$ cat src/rtl/smi_neg_pkg.sv
package smi_neg_pkg;

    // Capability bit positions shared by validator and dispatcher
    localparam int unsigned CAP_BCAST  = 0;
    localparam int unsigned CAP_ADD    = 1;
    localparam int unsigned CAP_REMOVE = 2;

    typedef enum logic [1:0] {
        CMD_NONE     = 2'd0,
        CMD_ACPI_ON  = 2'd1,
        CMD_ACPI_OFF = 2'd2,
        CMD_SMI      = 2'd3
    } apm_cmd_e;

endpackage

$ cat src/rtl/smi_req_reg.sv
module smi_req_reg #(
    parameter int unsigned FEAT_W = 64,
    localparam int unsigned LANES  = FEAT_W / 8,
    localparam int unsigned LANE_W = (LANES > 1) ? $clog2(LANES) : 1
) (
    input  logic              clk,
    input  logic              rst_n,
    input  logic              wr_en,
    input  logic [LANE_W-1:0] wr_lane,
    input  logic [7:0]        wr_byte,
    output logic [FEAT_W-1:0] req_q
);
    typedef struct packed {
        logic [FEAT_W-1:0] req;
    } reg_state_t;

    reg_state_t st_d, st_q;
    logic [LANES-1:0] lane_hit;

    for (genvar g = 0; g < LANES; g++) begin : g_lane
        assign lane_hit[g] = wr_en && (wr_lane == LANE_W'(g));
    end

    always_comb begin
        st_d = st_q;
        for (int b = 0; b < LANES; b++) begin
            if (lane_hit[b]) begin
                st_d.req[8*b +: 8] = wr_byte;
            end
        end
    end

    always_ff @(posedge clk) begin
        if (!rst_n) begin
            st_q <= '0;
        end else begin
            st_q <= st_d;
        end
    end

    assign req_q = st_q.req;
endmodule

$ cat src/rtl/smi_feat_check.sv
module smi_feat_check
    import smi_neg_pkg::*;
#(
    parameter int unsigned FEAT_W = 64
) (
    input  logic [FEAT_W-1:0] host_feat,
    input  logic [FEAT_W-1:0] req_feat,
    output logic              req_valid,
    output logic              host_bad
);
    logic outside_host;
    logic needs_bcast;
    logic remove_alone;

    always_comb begin
        outside_host = |(req_feat & ~host_feat);
        needs_bcast  = (req_feat[CAP_ADD] || req_feat[CAP_REMOVE]) && !req_feat[CAP_BCAST];
        remove_alone = req_feat[CAP_REMOVE] && !req_feat[CAP_ADD];
        req_valid    = !outside_host && !needs_bcast && !remove_alone;
        host_bad     = host_feat[CAP_REMOVE] && !host_feat[CAP_ADD];
    end
endmodule

$ cat src/rtl/smi_dispatch.sv
module smi_dispatch
    import smi_neg_pkg::*;
#(
    parameter int unsigned CPU_N    = 4,
    parameter logic [7:0]  ON_CMD   = 8'hE1,
    parameter logic [7:0]  OFF_CMD  = 8'h1E,
    localparam int unsigned CPU_IW  = (CPU_N > 1) ? $clog2(CPU_N) : 1
) (
    input  logic              clk,
    input  logic              rst_n,
    input  logic              apm_wr,
    input  logic [7:0]        apm_data,
    input  logic [CPU_IW-1:0] apm_cpu,
    input  logic              smi_en,
    input  logic              bcast,
    output logic [CPU_N-1:0]  smi_req,
    output logic              acpi_on,
    output logic              acpi_off
);
    typedef struct packed {
        logic [CPU_N-1:0] smi;
        logic             on;
        logic             off;
    } disp_state_t;

    disp_state_t st_d, st_q;
    apm_cmd_e    cmd;
    logic [CPU_N-1:0] target;

    always_comb begin
        cmd = CMD_NONE;
        if (apm_wr) begin
            if (apm_data == ON_CMD) begin
                cmd = CMD_ACPI_ON;
            end else if (apm_data == OFF_CMD) begin
                cmd = CMD_ACPI_OFF;
            end else if (smi_en) begin
                cmd = CMD_SMI;
            end
        end
    end

    for (genvar c = 0; c < CPU_N; c++) begin : g_cpu
        assign target[c] = bcast || (apm_cpu == CPU_IW'(c));
    end

    always_comb begin
        st_d     = '0;
        st_d.on  = (cmd == CMD_ACPI_ON);
        st_d.off = (cmd == CMD_ACPI_OFF);
        if (cmd == CMD_SMI) begin
            st_d.smi = target;
        end
    end

    always_ff @(posedge clk) begin
        if (!rst_n) begin
            st_q <= '0;
        end else begin
            st_q <= st_d;
        end
    end

    assign smi_req  = st_q.smi;
    assign acpi_on  = st_q.on;
    assign acpi_off = st_q.off;
endmodule

$ cat src/rtl/smi_negotiator.sv
module smi_negotiator
    import smi_neg_pkg::*;
#(
    parameter int unsigned FEAT_W  = 64,
    parameter int unsigned CPU_N   = 4,
    parameter logic [7:0]  ON_CMD  = 8'hE1,
    parameter logic [7:0]  OFF_CMD = 8'h1E,
    localparam int unsigned LANE_W = (FEAT_W / 8 > 1) ? $clog2(FEAT_W / 8) : 1,
    localparam int unsigned CPU_IW = (CPU_N > 1) ? $clog2(CPU_N) : 1
) (
    input  logic              clk,
    input  logic              rst_n,
    input  logic [FEAT_W-1:0] host_feat,
    output logic              host_cfg_bad,
    input  logic              req_wr,
    input  logic [LANE_W-1:0] req_lane,
    input  logic [7:0]        req_byte,
    output logic [FEAT_W-1:0] req_feat,
    input  logic              commit,
    output logic              feat_ok,
    output logic [FEAT_W-1:0] neg_feat,
    input  logic              apm_wr,
    input  logic [7:0]        apm_data,
    input  logic [CPU_IW-1:0] apm_cpu,
    input  logic              smi_apm_en,
    output logic [CPU_N-1:0]  smi_req,
    output logic              acpi_on,
    output logic              acpi_off
);
    typedef struct packed {
        logic              ok;
        logic [FEAT_W-1:0] neg;
    } lock_state_t;

    lock_state_t st_d, st_q;
    logic        req_valid;

    smi_req_reg #(.FEAT_W(FEAT_W)) u_req (
        .clk     (clk),
        .rst_n   (rst_n),
        .wr_en   (req_wr),
        .wr_lane (req_lane),
        .wr_byte (req_byte),
        .req_q   (req_feat)
    );

    smi_feat_check #(.FEAT_W(FEAT_W)) u_check (
        .host_feat (host_feat),
        .req_feat  (req_feat),
        .req_valid (req_valid),
        .host_bad  (host_cfg_bad)
    );

    always_comb begin
        st_d = st_q;
        if (commit && !st_q.ok && req_valid) begin
            st_d.ok  = 1'b1;
            st_d.neg = req_feat;
        end
    end

    always_ff @(posedge clk) begin
        if (!rst_n) begin
            st_q <= '0;
        end else begin
            st_q <= st_d;
        end
    end

    assign feat_ok  = st_q.ok;
    assign neg_feat = st_q.neg;

    smi_dispatch #(
        .CPU_N   (CPU_N),
        .ON_CMD  (ON_CMD),
        .OFF_CMD (OFF_CMD)
    ) u_disp (
        .clk      (clk),
        .rst_n    (rst_n),
        .apm_wr   (apm_wr),
        .apm_data (apm_data),
        .apm_cpu  (apm_cpu),
        .smi_en   (smi_apm_en),
        .bcast    (st_q.neg[CAP_BCAST]),
        .smi_req  (smi_req),
        .acpi_on  (acpi_on),
        .acpi_off (acpi_off)
    );
endmodule

$ cat config.mk
export PLATFORM = sky130hd
export DESIGN_NAME = smi_negotiator
export DESIGN_NICKNAME = d
export VERILOG_FILES = /design/src/rtl/smi_neg_pkg.sv /design/src/rtl/smi_req_reg.sv /design/src/rtl/smi_feat_check.sv /design/src/rtl/smi_dispatch.sv /design/src/rtl/smi_negotiator.sv
export SDC_FILE = /design/constraint.sdc
export NUM_CORES = 1
export LEC_CHECK = 0
export CORE_UTILIZATION = 43
export CTS_CLUSTER_SIZE = 20
export DETAILED_ROUTE_END_ITERATION = 16
export MAX_ROUTING_LAYER = met4
export PLACE_DENSITY = 0.8
export SETUP_SLACK_MARGIN = 0.4
export SYNTH_ARGS = -nofsm -noshare
export SYNTH_HDL_FRONTEND = slang
export SYNTH_SLANG_ARGS = --single-unit
$ cat constraint.sdc
create_clock -name clk -period 2.85 [get_ports clk]
set_input_delay 0.855 -clock clk [delete_from_list [all_inputs] [get_ports clk]]
set_output_delay 0.855 -clock clk [all_outputs]
set_load 0.005 [all_outputs]
[Word-level counts from Yosys, hierarchy flattened]
Index checks and enable logic that the tools add are counted.
Storage, ports and cells
  register bits: 135
  logic and storage cells: 65
  input bits: 91
Operators by class
  bitwise operators: 2
  reductions and logical operators: 31
  equal/unequal tests: 15
  multiplexer cells: 4
Operators by type and width (count)
  AND 64 bit: 1
  NOT 64 bit: 1
  OR reduction 64 bit: 1
  logical AND 1 bit: 15
  == test 3 bit (second input constant): 4
  == test 2 bit (second input constant): 4
  == test 8 x 5 -> 1 bit (second input constant): 1
  == test 8 bit (second input constant): 1
  2-to-1 mux 2 bit: 4
  zero test 1 bit: 7
  == test 3 x 2 -> 1 bit (second input constant): 2
  logical OR 1 bit: 5
  == test 2 x 1 -> 1 bit (second input constant): 2
  == test 3 x 1 -> 1 bit (second input constant): 1
  zero test 3 bit: 1
  zero test 2 bit: 1
  AND reduction 2 bit: 1

[Logic depth before layout (Yosys ltp)]
  depth in word-level cells: 7
  mapped depth: 8
  depth with buffers taken out: 6

[Modules after synthesis]
Synthesis repeated with hierarchy kept, for this count alone.
Second synthesis, totals
  cell total of the unflattened synthesis: 633
  area total of the unflattened synthesis: 5771.8 µm²
By module, submodules not included
  smi_negotiator: cells each 281, area an instance 2642.5 µm², times used 1
  smi_req_reg: cells each 223, area an instance 2348.5 µm², times used 1
  smi_feat_check: cells each 104, area an instance 545.5 µm², times used 1
  smi_dispatch: cells each 25, area an instance 235.2 µm², times used 1

[Least setup slack after synthesis]
Ideal clock, no wire load.
  path type: input port to flip-flop
  from: input host_feat[13]
  to: register st_q (netlist bit neg_feat[10])
  arrival: 2372 ps
  slack: 346 ps
  path buffers: 2
  stages: 8
  cells stage by stage: inv_1 a2111oi_2 o2111ai_1 or4_1 buf_4 buf_6 o21ai_1 a21oi_1
On the way
  cells in the longest elaborated chain, start to end: 7
Ends and longest elaborated chain
  start: declaration: RTL line smi_negotiator.sv:13  | input logic [FEAT_W-1:0] host_feat,
  NOT 64 bit: RTL line smi_feat_check.sv:16  | outside_host = |(req_feat & ~host_feat);
  AND 64 bit: RTL line smi_feat_check.sv:16
  OR reduction 64 bit: RTL line smi_feat_check.sv:16
  zero test 1 bit: RTL line smi_feat_check.sv:19  | req_valid = !outside_host && !needs_bcast && !remove_alone;
  logical AND 1 bit (2 in series): RTL line smi_feat_check.sv:19
  logical AND 1 bit: RTL line smi_negotiator.sv:56  | if (commit && !st_q.ok && req_valid) begin
  end signal: assignment: RTL line smi_negotiator.sv:66  | st_q <= st_d;
  end: declaration: RTL line smi_negotiator.sv:35  | lock_state_t st_d, st_q;
No other way between the ends.
A chain may end at the register's enable or synchronous reset.

[Final worst setup path]
  from: input host_feat[30]
  to: register st_q (netlist bit neg_feat[62])
Same word-level chain as after synthesis.

==> flow_summary.rst <==
.. list-table::
   :header-rows: 1

   * - Metric
     - Value
   * - Warning count from the yosys run
     - 0
   * - Final core occ
     - 78.7%
   * - Number of synthesized register bits
     - 135
   * - Fin nets
     - between 1k and 1.5k
   * - Ratio of final minimum period to clock period
     - 90.9%
   * - # Max-Cap Violations
     - 0
   * - Share of total power in the clock network
     - 38.3%
   * - Result of the run
     - completed
   * - Synthesized area
     - 0.00558 sq mm
   * - Cells along the critical path
     - clkdlybuf4s15_2, nor2b_4, a2111oi_4, o2111ai_2, or4_4, buf_12, buf_12, buf_16, o21ai_4, a21oi_2
   * - CTS tree
     - done
   * - Number of antenna violations at the first check in global routing
     - 1
   * - Sequential cell area
     - 0.00270 sq mm
   * - Number of global-route vias before repair
     - just over 6k
   * - Maximum operating frequency
     - 386 MHz
   * - Die Ht
     - 116 um
   * - Startpoint type of the worst setup path
     - input port
   * - Starting density of the core
     - 44.2%
   * - Kind of critical path
     - input port to register
   * - Fin. Hold Viols
     - 0
   * - Core box area
     - 0.0126 sq mm
   * - Fraction of power consumed by combinational cells
     - 27.7%
   * - Worst relative slew slack
     - approximately 56%
   * - # rows
     - 41
   * - Count of different cell masters after synthesis
     - 35
   * - Worst IR Drop VDD
     - ~0.46 mV
   * - Max Slew Vio Count
     - 0
   * - Final setup viols
     - 0
   * - Root buffer cell
     - clkbuf_16
   * - Data required time of the critical path
     - 3130 ps
   * - Setup slack at placement
     - -571 ps
   * - Wire length after detailed routing
     - roughly 26,000 um
   * - Worst-path cell with the longest stage delay
     - or4_4
   * - Count of H-tree levels built during CTS
     - 4
   * - Final estimated routing congestion in global placement
     - 0.837
   * - Port Buffers
     - 226
   * - Design internal power
     - around 4100 uW
   * - Starting DRT DRC Count
     - 646
   * - Clock Skew
     - between 10 and 15 ps
   * - Crit-path max FO
     - 6
   * - Layout area overhead
     - 78.0%
   * - Sequential group share of total power
     - 34.0%
   * - Class of the tightest hold or removal check
     - register to register
   * - Post-DR wirelength/cell
     - 22.9 um
   * - Share of cells above drive strength 1
     - 23.0%
   * - Clock transition at path regs
     - 60 ps
   * - Post-Syn Nets
     - 778
   * - Leftover overflow at the end of global routing
     - 0
   * - Minimum clock period
     - 2590 ps
   * - Average footprint of a synthesized cell
     - 8.12 sq um
   * - DR pass1 iterations
     - 5
   * - Area of combinational cells with multiple inputs
     - 0.00301 sq mm
   * - Critical path arrival
     - around 2900 ps
   * - Switch share
     - between 20 and 30%
   * - Clk Latency, worst-skew pair
     - 430 ps
   * - Sequential share of the synthesized area
     - 48.4%
   * - Horizontal die dimension
     - 116 um
   * - Number of vias after detailed routing
     - 6,574
   * - Total clock buffers created by CTS
     - 17
   * - Crit. End Element
     - register
   * - Drt drc
     - 0
   * - Delay of the slowest cell on the worst path
     - 550 ps
   * - PwrDens
     - 580 mW/mm^2
   * - Most common cell type on the critical path
     - buf_12
   * - Global routing usage summed across all routing layers
     - 35.6%
   * - Max Root-Sink Buffers
     - 2
   * - Number of nets with antenna violations after routing
     - 0
   * - Transition time of the tightest slew-check pin
     - 664 ps
   * - Final HPWL from detailed placement
     - 14,100 um
   * - First-pass GRT wire length
     - between 30,000 and 40,000 um
   * - Leakage power
     - between 0.003 and 0.004 uW
   * - Largest net degree at the start of global routing
     - 130
   * - Vias per inst
     - 5.81
   * - Final setup margin
     - between 200 and 300 ps
   * - RSZ-0062 raised after global routing
     - yes
   * - Die Outline Area
     - around 0.013 sq mm
   * - Hold WS
     - 460 ps
   * - Total of fill cells in the finished design
     - 802
   * - Net switching power of the design
     - approximately 1700 uW
   * - CTS sink cnt
     - between 100 and 150
   * - Gate count after technology mapping
     - 687
   * - Boundary Pins
     - 227
==> power by group through the flow <==
stage / combinational (uW) / sequential, uW / clock (uW)
floorplan: 390 / 1980 / 0
global placement: 768 / 1990 / 0
detailed placement: 773 / 1990 / 0
CTS: 1260 / 1950 / 2180
global route: 1630 / 1960 / 2280
finish: 1600 / 1960 / 2210
==> path summary, 6_finish.rpt <==
path	start	endpoint	slack (ps)	depth (start not counted)
max	host_feat[30]	neg_feat[62]	260	10
min	neg_feat[57]	neg_feat[57]	460	2
max reg2reg	u_req.req_q[42]	neg_feat[62]	290	9
min reg2reg	neg_feat[57]	neg_feat[57]	460	2
==> area by class of cell <==
class                           count  area share, %
Clock buffer                       20           4.60
Tap cell                          172           2.17
Timing Repair Buffer              295           33.2
Sequential cell                   135           27.2
Antenna cell                        1         0.0252
Clock inverter                     11           1.26
Inverter                           32           1.23
Multi-Input combinational cell    466           30.3
==> layer usage <==
layer	wire length, um	part of all wire (%)	global-route usage [%]
met2	12300	47	56.6
met1	9830	38	42.6
met5	0	0	-
met4	1520	5.9	19.8
met3	2270	8.8	6.38
==> repair_timing <==
| action | 4_1_cts | 5_1_grt |
|---|---|---|
| cloned | 12 | 11 |
| endpoints found under the setup margin | 66 | 65 |
| buffers inserted | 9 | 13 |
| hold buffers | 0 | 0 |
| pin swaps | 33 | 25 |
| gates resized for setup | 161 | 68 |
==> cell families (layout without fill, tap and decap cells) <==
logic type      after synthesis  count (layout)  synth area share [%]
simple gates                246             246                  21.1
other cells                   0               1                     0
buf+inv                      86             358                  7.00
compound gates              196             196                  19.2
mux                          24              24                  4.31
flops                       135             135                  48.4
==> through the flow <==
step	power [uW]	area, sq um	TNS (ps)	instances
after CTS	5400	9350	0	1107
after global placement	2760	8090	-32770	1055
after floorplan	2370	5600	0	687
after detailed placement	2760	8090	-35580	1055
after global routing	5870	9930	0	1132
final	5760	9930	0	1132
==> worst max-delay path, delay by kind of cell <==
family	cells	cell delay (ps)
buffers and inverters	4	630
AND/OR/NAND/NOR	2	590
AO/OA/AOI/OAI	4	790
==> synthesized netlist by cell type <==
master / n / area [sq um]
nor3_1: 1 / 5.00
or4_1: 1 / 7.51
nor2b_4: 1 / 13.8
o22ai_1: 4 / 25.0
nand4_1: 6 / 37.5
nor3b_1: 1 / 7.51
buf_1: 8 / 30.0
a222oi_1: 1 / 10.0
nand3_1: 65 / 325
a2111oi_0: 3 / 26.3
and4_1: 1 / 8.76
nor4b_1: 3 / 26.3
o21ai_1: 64 / 320
or3_1: 1 / 6.26
or2_2: 3 / 18.8
a211oi_1: 1 / 7.51
nand2_1: 84 / 315
nor2_1: 37 / 139
a21oi_1: 113 / 566
buf_2: 12 / 60.1
dfxtp_1: 135 / 2700
o2111ai_1: 4 / 35.0
buf_4: 2 / 15.0
mux2i_1: 24 / 240
nand2b_1: 11 / 68.8
a2111oi_2: 4 / 60.1
inv_2: 2 / 7.51
nor3_2: 1 / 10.0
buf_6: 6 / 67.6
clkbuf_1: 26 / 97.6
inv_1: 30 / 113
nor2b_1: 29 / 181
a221oi_1: 1 / 8.76
nor4_1: 1 / 6.26
a2111oi_1: 1 / 10.0
==> cell usage in the layout (no fill, tap or decap), drive strengths merged, types with 2 or more instances in the layout <==
cell,instances
clkinvlp,5
o22ai,4
or2,3
o2111ai,4
clkdlybuf4s15,4
bufbuf,2
nor2,37
nand2,84
clkdlybuf4s50,186
nor4b,3
nand3,65
a2111oi,8
clkbuf,32
mux2i,24
nor3,2
a21oi,113
nor2b,30
bufinv,2
inv,33
o21ai,64
dlygate4sd2,17
buf,72
dlymetal6s2s,2
dfxtp,135
nand4,6
clkinv,3
nand2b,11
Power figures use the tool's default switching activity.
